<file path="src/rtl/ca_pkg.sv">
// Shared types for the hybrid cellular automaton pattern generator.
// Assumes a row of at most MAX_CELLS cells.
package ca_pkg;
    localparam int MAX_CELLS = 64;

    // Update rule of one cell.
    typedef enum logic {
        RULE_90  = 1'b0,
        RULE_150 = 1'b1
    } ca_rule_e;

    // Alternating rule mask with cell 0 on rule 90; truncated to the row width.
    localparam logic [MAX_CELLS-1:0] ALT_RULES = {(MAX_CELLS/2){2'b10}};
endpackage

</file>
<file path="src/rtl/ca_cell.sv">
// One automaton cell: a flop that loads a seed bit, steps by its rule, or holds.
// Assumes left_in/right_in are already zero at the row boundary.
module ca_cell #(
    parameter ca_pkg::ca_rule_e RULE    = ca_pkg::RULE_90,
    parameter logic             RST_VAL = 1'b0
) (
    input  logic clk,
    input  logic rst_n,
    input  logic load,
    input  logic load_bit,
    input  logic adv,
    input  logic left_in,
    input  logic right_in,
    output logic q
);
    logic nxt;

    // Rule variant chosen at elaboration.
    generate
        if (RULE == ca_pkg::RULE_150) begin : g_r150
            always_comb nxt = left_in ^ q ^ right_in;
        end else begin : g_r90
            always_comb nxt = left_in ^ right_in;
        end
    endgenerate

    // State flop: reset, then seed load over step over hold.
    always_ff @(posedge clk) begin
        if (!rst_n)     q <= RST_VAL;
        else if (load)  q <= load_bit;
        else if (adv)   q <= nxt;
    end
endmodule

</file>
<file path="src/rtl/ca_seed_guard.sv">
// Replaces an all-zero seed with a single one in cell 0 so the row cannot lock up.
// Purely combinational.
module ca_seed_guard #(
    parameter int N_CELLS = 5
) (
    input  logic [N_CELLS-1:0] seed_in,
    output logic [N_CELLS-1:0] seed_out
);
    localparam logic [N_CELLS-1:0] ONE_HOT0 = N_CELLS'(1);

    // Substitute the lock-up state.
    always_comb seed_out = (seed_in == '0) ? ONE_HOT0 : seed_in;
endmodule

</file>
<file path="src/rtl/hybrid_ca_gen.sv">
// Hybrid rule-90/150 cellular automaton pattern generator with null boundaries.
// RULE_SEL bit i = 1 puts cell i on rule 150. Assumes 2 <= N_CELLS <= 64.
module hybrid_ca_gen #(
    parameter int                 N_CELLS  = 5,
    parameter logic [N_CELLS-1:0] RULE_SEL = N_CELLS'(ca_pkg::ALT_RULES)
) (
    input  logic               clk,
    input  logic               rst_n,
    input  logic               seed_load,
    input  logic [N_CELLS-1:0] seed_val,
    input  logic               step_en,
    output logic [N_CELLS-1:0] pattern
);
    localparam logic [N_CELLS-1:0] RESET_PAT = N_CELLS'(1);
    localparam int                 LAST      = N_CELLS - 1;

    logic [N_CELLS-1:0] seed_safe;
    logic [N_CELLS-1:0] state;
    logic [N_CELLS-1:0] left_nb;
    logic [N_CELLS-1:0] right_nb;

    ca_seed_guard #(.N_CELLS(N_CELLS)) u_guard (
        .seed_in  (seed_val),
        .seed_out (seed_safe)
    );

    // One cell per position; neighbours tied to zero past either end.
    generate
        for (genvar i = 0; i < N_CELLS; i++) begin : g_cell
            if (i == 0) begin : g_lo
                assign left_nb[i] = 1'b0;
            end else begin : g_lm
                assign left_nb[i] = state[i-1];
            end
            if (i == LAST) begin : g_hi
                assign right_nb[i] = 1'b0;
            end else begin : g_rm
                assign right_nb[i] = state[i+1];
            end
            ca_cell #(
                .RULE    (RULE_SEL[i] ? ca_pkg::RULE_150 : ca_pkg::RULE_90),
                .RST_VAL (RESET_PAT[i])
            ) u_cell (
                .clk      (clk),
                .rst_n    (rst_n),
                .load     (seed_load),
                .load_bit (seed_safe[i]),
                .adv      (step_en),
                .left_in  (left_nb[i]),
                .right_in (right_nb[i]),
                .q        (state[i])
            );
        end
    endgenerate

    assign pattern = state;

    // reset leaves only cell 0 set.
    a_r1_reset_value: assert property (@(posedge clk)
        !rst_n |=> pattern == RESET_PAT);

    // a nonzero seed appears on the next cycle.
    a_r6_seed_load: assert property (@(posedge clk) disable iff (!rst_n)
        (seed_load && seed_val != '0) |=> pattern == $past(seed_val));

    // a load wins over a step in the same cycle.
    a_r7_load_wins: assert property (@(posedge clk) disable iff (!rst_n)
        (seed_load && step_en && seed_val != '0) |=> pattern == $past(seed_val));

    // an all-zero seed becomes the value 1.
    a_r8_zero_seed: assert property (@(posedge clk) disable iff (!rst_n)
        (seed_load && seed_val == '0) |=> pattern == RESET_PAT);

    // idle cycles hold the pattern.
    a_r9_hold: assert property (@(posedge clk) disable iff (!rst_n)
        (!seed_load && !step_en) |=> $stable(pattern));
endmodule

</file>
<file path="config.mk">
export PLATFORM = sky130hd
export DESIGN_NAME = hybrid_ca_gen
export DESIGN_NICKNAME = d
export VERILOG_FILES = /design/src/rtl/ca_pkg.sv /design/src/rtl/ca_cell.sv /design/src/rtl/ca_seed_guard.sv /design/src/rtl/hybrid_ca_gen.sv
export SDC_FILE = /design/constraint.sdc
export NUM_CORES = 1
export LEC_CHECK = 0
export BUFFER_PORTS_ARGS = -buffer_cell sky130_fd_sc_hd__buf_2
export CORE_AREA = 3 3 40 42
export CTS_CLUSTER_DIAMETER = 50
export DETAILED_ROUTE_END_ITERATION = 16
export DIE_AREA = 0 0 43 45
export PLACE_DENSITY = 0.45
export SLEW_MARGIN = 20
export SYNTH_ARGS = -nofsm -noshare
export SYNTH_HDL_FRONTEND = slang
export SYNTH_HIERARCHICAL = 1
export SYNTH_SLANG_ARGS = --single-unit
</file>
<file path="constraint.sdc">
create_clock -name clk -period 0.9 [get_ports clk]
set_input_delay 0.09 -clock clk [delete_from_list [all_inputs] [get_ports clk]]
set_output_delay 0.09 -clock clk [all_outputs]
set_load 0.005 [all_outputs]
</file>
---- Word level (Yosys, flattened, before mapping) ----
Index checks and enable logic that the tools add are counted.
word-level totals
  register bits after elaboration ......... 5
  logic and storage cells ................. 23
cells by class
  mux-type cells .......................... 11
  bitwise logic cells ..................... 5
  reduce and logical (&&, ||, !) cells .... 2
operators with widths
  cell                count
  1-bit two-way mux   10
  5-bit logical NOT   1
  5-bit two-way mux   1
  1-bit bitwise XOR   5
  2-bit nonzero test  1

---- Longest topological paths before layout ----
  word-level depth ........................ 4
  gate-level depth with buffers ........... 4
  depth with buffers taken out ............ 4

---- Modules after synthesis ----
Netlist, hierarchy kept.
by module, submodules not included
  module                          times used  cells each  area an instance (um^2)  sequential area each (um^2)
  ca_cell (g_cell[1].u_cell ...)  2           7           61.3                     20.0
  ca_cell (g_cell[2].u_cell ...)  2           6           60.1                     20.0
  ca_cell (g_cell[0].u_cell)      1           6           50.0                     20.0
  ca_seed_guard                   1           6           35.0                     0.0
  hybrid_ca_gen                   1           1           3.8                      0.0

---- Least setup slack after synthesis ----
OpenSTA, ideal clock, no wires.
  kind .................................... register -> register
  start ................................... register g_cell[2].u_cell.q
  end ..................................... register g_cell[1].u_cell.q
  library setup time ...................... 0.122 ns
  arrival ................................. 0.910 ns
  path slack .............................. -0.132 ns
  stages on the path, launching flop included .. 4
  path buffers ............................ 0
  period minus slack after synthesis ...... 1.032 ns
  path through ............................ dfxtp_1 xnor2_1 o21a_1 o311a_1
on the way
  word-level cells in the longest chain between the ends .. 3
ends and longest elaborated chain
  item                    line           RTL
  start, declared         ca_cell.sv:14  output logic q
  start signal, assigned  ca_cell.sv:30  else if (load) q <= load_bit;
  start signal, assigned  ca_cell.sv:31  else if (adv) q <= nxt;
  1-bit bitwise XOR       ca_cell.sv:21  always_comb nxt = left_in ^ q ^ right_in;
  1-bit two-way mux       ca_cell.sv:31
  1-bit two-way mux       ca_cell.sv:30
  end signal, assigned    ca_cell.sv:30
  end signal, assigned    ca_cell.sv:31
  end, declared           ca_cell.sv:14
No other way between the ends. The select of a mux whose other input is x is not followed.
A chain may end at the register's enable or synchronous reset.

---- Final worst setup path ----
  start ................................... register g_cell[2].u_cell.q
  end ..................................... register g_cell[3].u_cell.q
on the way
  word-level cells in the longest chain between the ends .. 4
ends and longest elaborated chain
  item                             line
  1-bit bitwise XOR (2 in series)  ca_cell.sv:21
  1-bit two-way mux                ca_cell.sv:31
  1-bit two-way mux                ca_cell.sv:30
  end signal, assigned             ca_cell.sv:30
  end signal, assigned             ca_cell.sv:31
  end, declared                    ca_cell.sv:14
No other way between the ends. The select of a mux whose other input is x is not followed.

==> impl_metrics.toml <==
[job]
cap_viol_max_count = 0

[detailed_routing]
drt_pass1_iterations = 4
drt_first_iter_violations = 3
remaining_drc_errors = 0
finalWirelength_um = 828
ant_nets = 0
vias_per_cell = 4.662
num_vias = 345
drt-wirelength-per-cell_um = 11.19

[logic_synthesis]
synth_commonest_cells = "5 x sky130_fd_sc_hd__dfxtp_1, 5 x sky130_fd_sc_hd__xnor2_1, 4 x sky130_fd_sc_hd__clkbuf_1, 3 x sky130_fd_sc_hd__inv_1, 3 x sky130_fd_sc_hd__nand3_1"
synth_top_area_cell = "sky130_fd_sc_hd__dfxtp_1"
number_of_enable_type_register_cells_in_the_synthesized_netlist = 0
syn-mean-instance-area_um2 = 8.502
ys_ff_latch = 5
yosys_most_used_dff = "sky130_fd_sc_hd__dfxtp_1"
netlist_instances = 39
synth.yosys.seq_area_share_pct = 30.19
synth.area.top_cells = "sky130_fd_sc_hd__dfxtp_1 30%, sky130_fd_sc_hd__xnor2_1 13%, sky130_fd_sc_hd__nand4bb_1 6.8%"
synth_warnings = 6
synth_top_area_share_pct = 30.19
synth_area_um2 = 331.6
ys_types = 17
synth_async_sr_flop_share_pct = 0

[timing]
finalWorstSetupSlack_ns = -0.1510
slew_viol_final = 0
final_hold_viol_count = 0
finalSetupViolations = 2
clock.fmax_ghz = 0.9515
rsz_0062_raised_after_global_routing = "yes"
finalCriticalPeriod_ns = 1.051
timing.setup.tns_ns = -0.2867
finalClockSkew_ns = 0.0003616
crit_share_post_route_pct = 116.8

[cts]
clockBufferDepth = 2
clk_pin_slew_ns = 0.04
cts_num_sinks = 5
clk_latency_ns = 0.24
cts_root_buf = "sky130_fd_sc_hd__clkbuf_4"
clock_tree_from_tritoncts = "done"
tritoncts.num_buffers = 3
cts_hold_buf = 0
post_cts_buffers = 0
h-tree-depth = 1

[grt]
antenna_found_initial = 0
globalRouteTotalUtil_pct = 9.341
total_gr_overflow = 0
first_global_vias = 339
first_pass_grt_wire_length_um = 1324
maximum_number_of_pins_on_one_net_before_global_route_repair = 13

[floorplanning]
die_h_um = 45
chipWidth_um = 43
core-area_mm2 = 0.001285
design.portCount = 14
starting_density_pct = 25.80
core.rowCount = 13
fp.dieArea_mm2 = 0.001935

[worst_setup_path]
critPathRequiredTime_ns = 1.02
worst-endpoint-arrival_ns = 1.18
cell_chain_of_the_critical_path = "xnor2_1 -> o21a_1 -> o311a_1"
rr_endpoint = "g_cell[3].u_cell/q"
setup.worst_path.class = "register to register"
crit_path_max_fanout = 4
endpoint_kind = "register"
r2r_setup_slack_ns = -0.15
r2r_cells = 3
setup.worst_path.start_class = "register"
worst_path_largest_cell_delay_ns = 0.34
launch_instance_of_the_worst_register_to_register_path = "g_cell[2].u_cell/q"
crit_path_top_delay_cell = "sky130_fd_sc_hd__dfxtp_2"

[placed_design]
place_ws_ns = -0.1454
place_area_um2 = 450.4
post-dp-hpwl_um = 621.7
routabilityCongestion = 0.6773
port_buffers = 13

[finish]
design_area_um2 = 535.5
final_layout_size_suffix_gt1_share_pct = 50.85
max_flop_register = "g_cell.u_cell/q"
fillers = 144
antennaDiodeCount = 0
largest_registers = "g_cell.u_cell/q x5"
area_growth_from_synthesis_to_layout_pct = 61.51
finish.utilization_pct = 41.67
largest_register_ffs = 5
final_net_count = 69

[worst_hold_path]
worst_hold_startpoint = "rst_n"
worstHoldPathCells = 2
worst_hold_path_type = "primary input to register"
worstHoldEndpoint = "g_cell[0].u_cell/q"

[pwr]
leakagePower_nw = 0.2430
power_per_cell_area_mw_per_mm2 = 1371
power.ir.vdd_worst_mv = 0.6117

[outcome]
result_of_the_run = "complete, but fails checks"
violations_in_the_final_reports = "setup timing"
-- worst max-delay path by stage --
stage,startpoint,endpoint,slack [ns]
floorplan,g_cell[2].u_cell/q,g_cell[1].u_cell/q,-0.10
global placement,g_cell[2].u_cell/q,g_cell[1].u_cell/q,-0.16
detailed placement,g_cell[2].u_cell/q,g_cell[1].u_cell/q,-0.15
CTS,g_cell[2].u_cell/q,g_cell[1].u_cell/q,-0.14
global route,g_cell[2].u_cell/q,g_cell[3].u_cell/q,-0.19
finish,g_cell[2].u_cell/q,g_cell[3].u_cell/q,-0.15
-- per-layer routing --
metal  share of wire, %  vias to the layer above  track usage, %  wire length (um)
li1                   -                      176               -                 -
met4                  0                        0           3.614                 0
met5                  0                        -               0                 0
met3                6.0                        0           5.179                50
met1                 47                      157           10.65               392
met2                 47                       12           14.67               386
-- where the power goes --
| part | total, mW | internal, mW | switching [mW] | leakage, nW |
|---|---|---|---|---|
| registers | 0.269 | 0.244 | 0.0249 | 0.0431 |
| logic | 0.211 | 0.133 | 0.0789 | 0.185 |
| clock network | 0.254 | 0.167 | 0.0864 | 0.0150 |
-- area by class of cell --
cell class	count	area, um2	area share (%)
clock buffers	4	26.28	4.907
inverters	3	11.26	2.103
multi-input cells	28	224.0	41.82
flip-flops and latches	5	111.4	20.79
well taps	15	18.77	3.505
repair buffers	19	143.9	26.87
-- cell families after synthesis --
group,share of synthesized area (%)
buffers and inverters,7.923
DFF,30.19
xor gates and xnor gates,13.21
AOI/OAI and AO/OA,22.64
and+or+nand+nor,24.90
other,1.131
-- timing repair --
item	in CTS	in global routing
gates cloned	0	0
endpoints found under the setup margin	6	8
pin swaps	0	4
resized for setup	8	7
-- worst max-delay path: cells and delay by family (launching register included) --
| kind | cells | cell delay [ns] |
|---|---|---|
| DFF | 1 | 0.34 |
| AOI/OAI and AO/OA | 2 | 0.45 |
| xor gates and xnor gates | 1 | 0.14 |
-- stage by stage --
step / total power, mW / hold slack [ns] / std cells
2_1_floorplan: 0.3541 / 0.1618 / 40
3_3_place_gp: 0.4472 / 0.3876 / 70
3_5_place_dp: 0.4443 / 0.3750 / 70
4_1_cts: 0.7365 / 0.1189 / 74
5_1_grt: 0.7876 / 0.1313 / 74
6_report: 0.7343 / 0.1242 / 74
-- cell usage in the layout, fill, tap and decap left out, types with 2 or more instances in the layout --
master	count
sky130_fd_sc_hd__buf_2	10
sky130_fd_sc_hd__buf_4	2
sky130_fd_sc_hd__buf_6	7
sky130_fd_sc_hd__clkbuf_4	3
sky130_fd_sc_hd__conb_1	2
sky130_fd_sc_hd__dfxtp_2	3
sky130_fd_sc_hd__dfxtp_4	2
sky130_fd_sc_hd__inv_1	3
sky130_fd_sc_hd__nand2b_1	2
sky130_fd_sc_hd__nand3_1	3
sky130_fd_sc_hd__nand3b_1	2
sky130_fd_sc_hd__nand4bb_1	2
sky130_fd_sc_hd__nor3_1	2
sky130_fd_sc_hd__o211ai_1	2
sky130_fd_sc_hd__o21a_1	2
sky130_fd_sc_hd__o311a_1	2
sky130_fd_sc_hd__xnor2_1	3
sky130_fd_sc_hd__xnor2_2	2
Note: power is estimated with default switching activity, not from simulation.
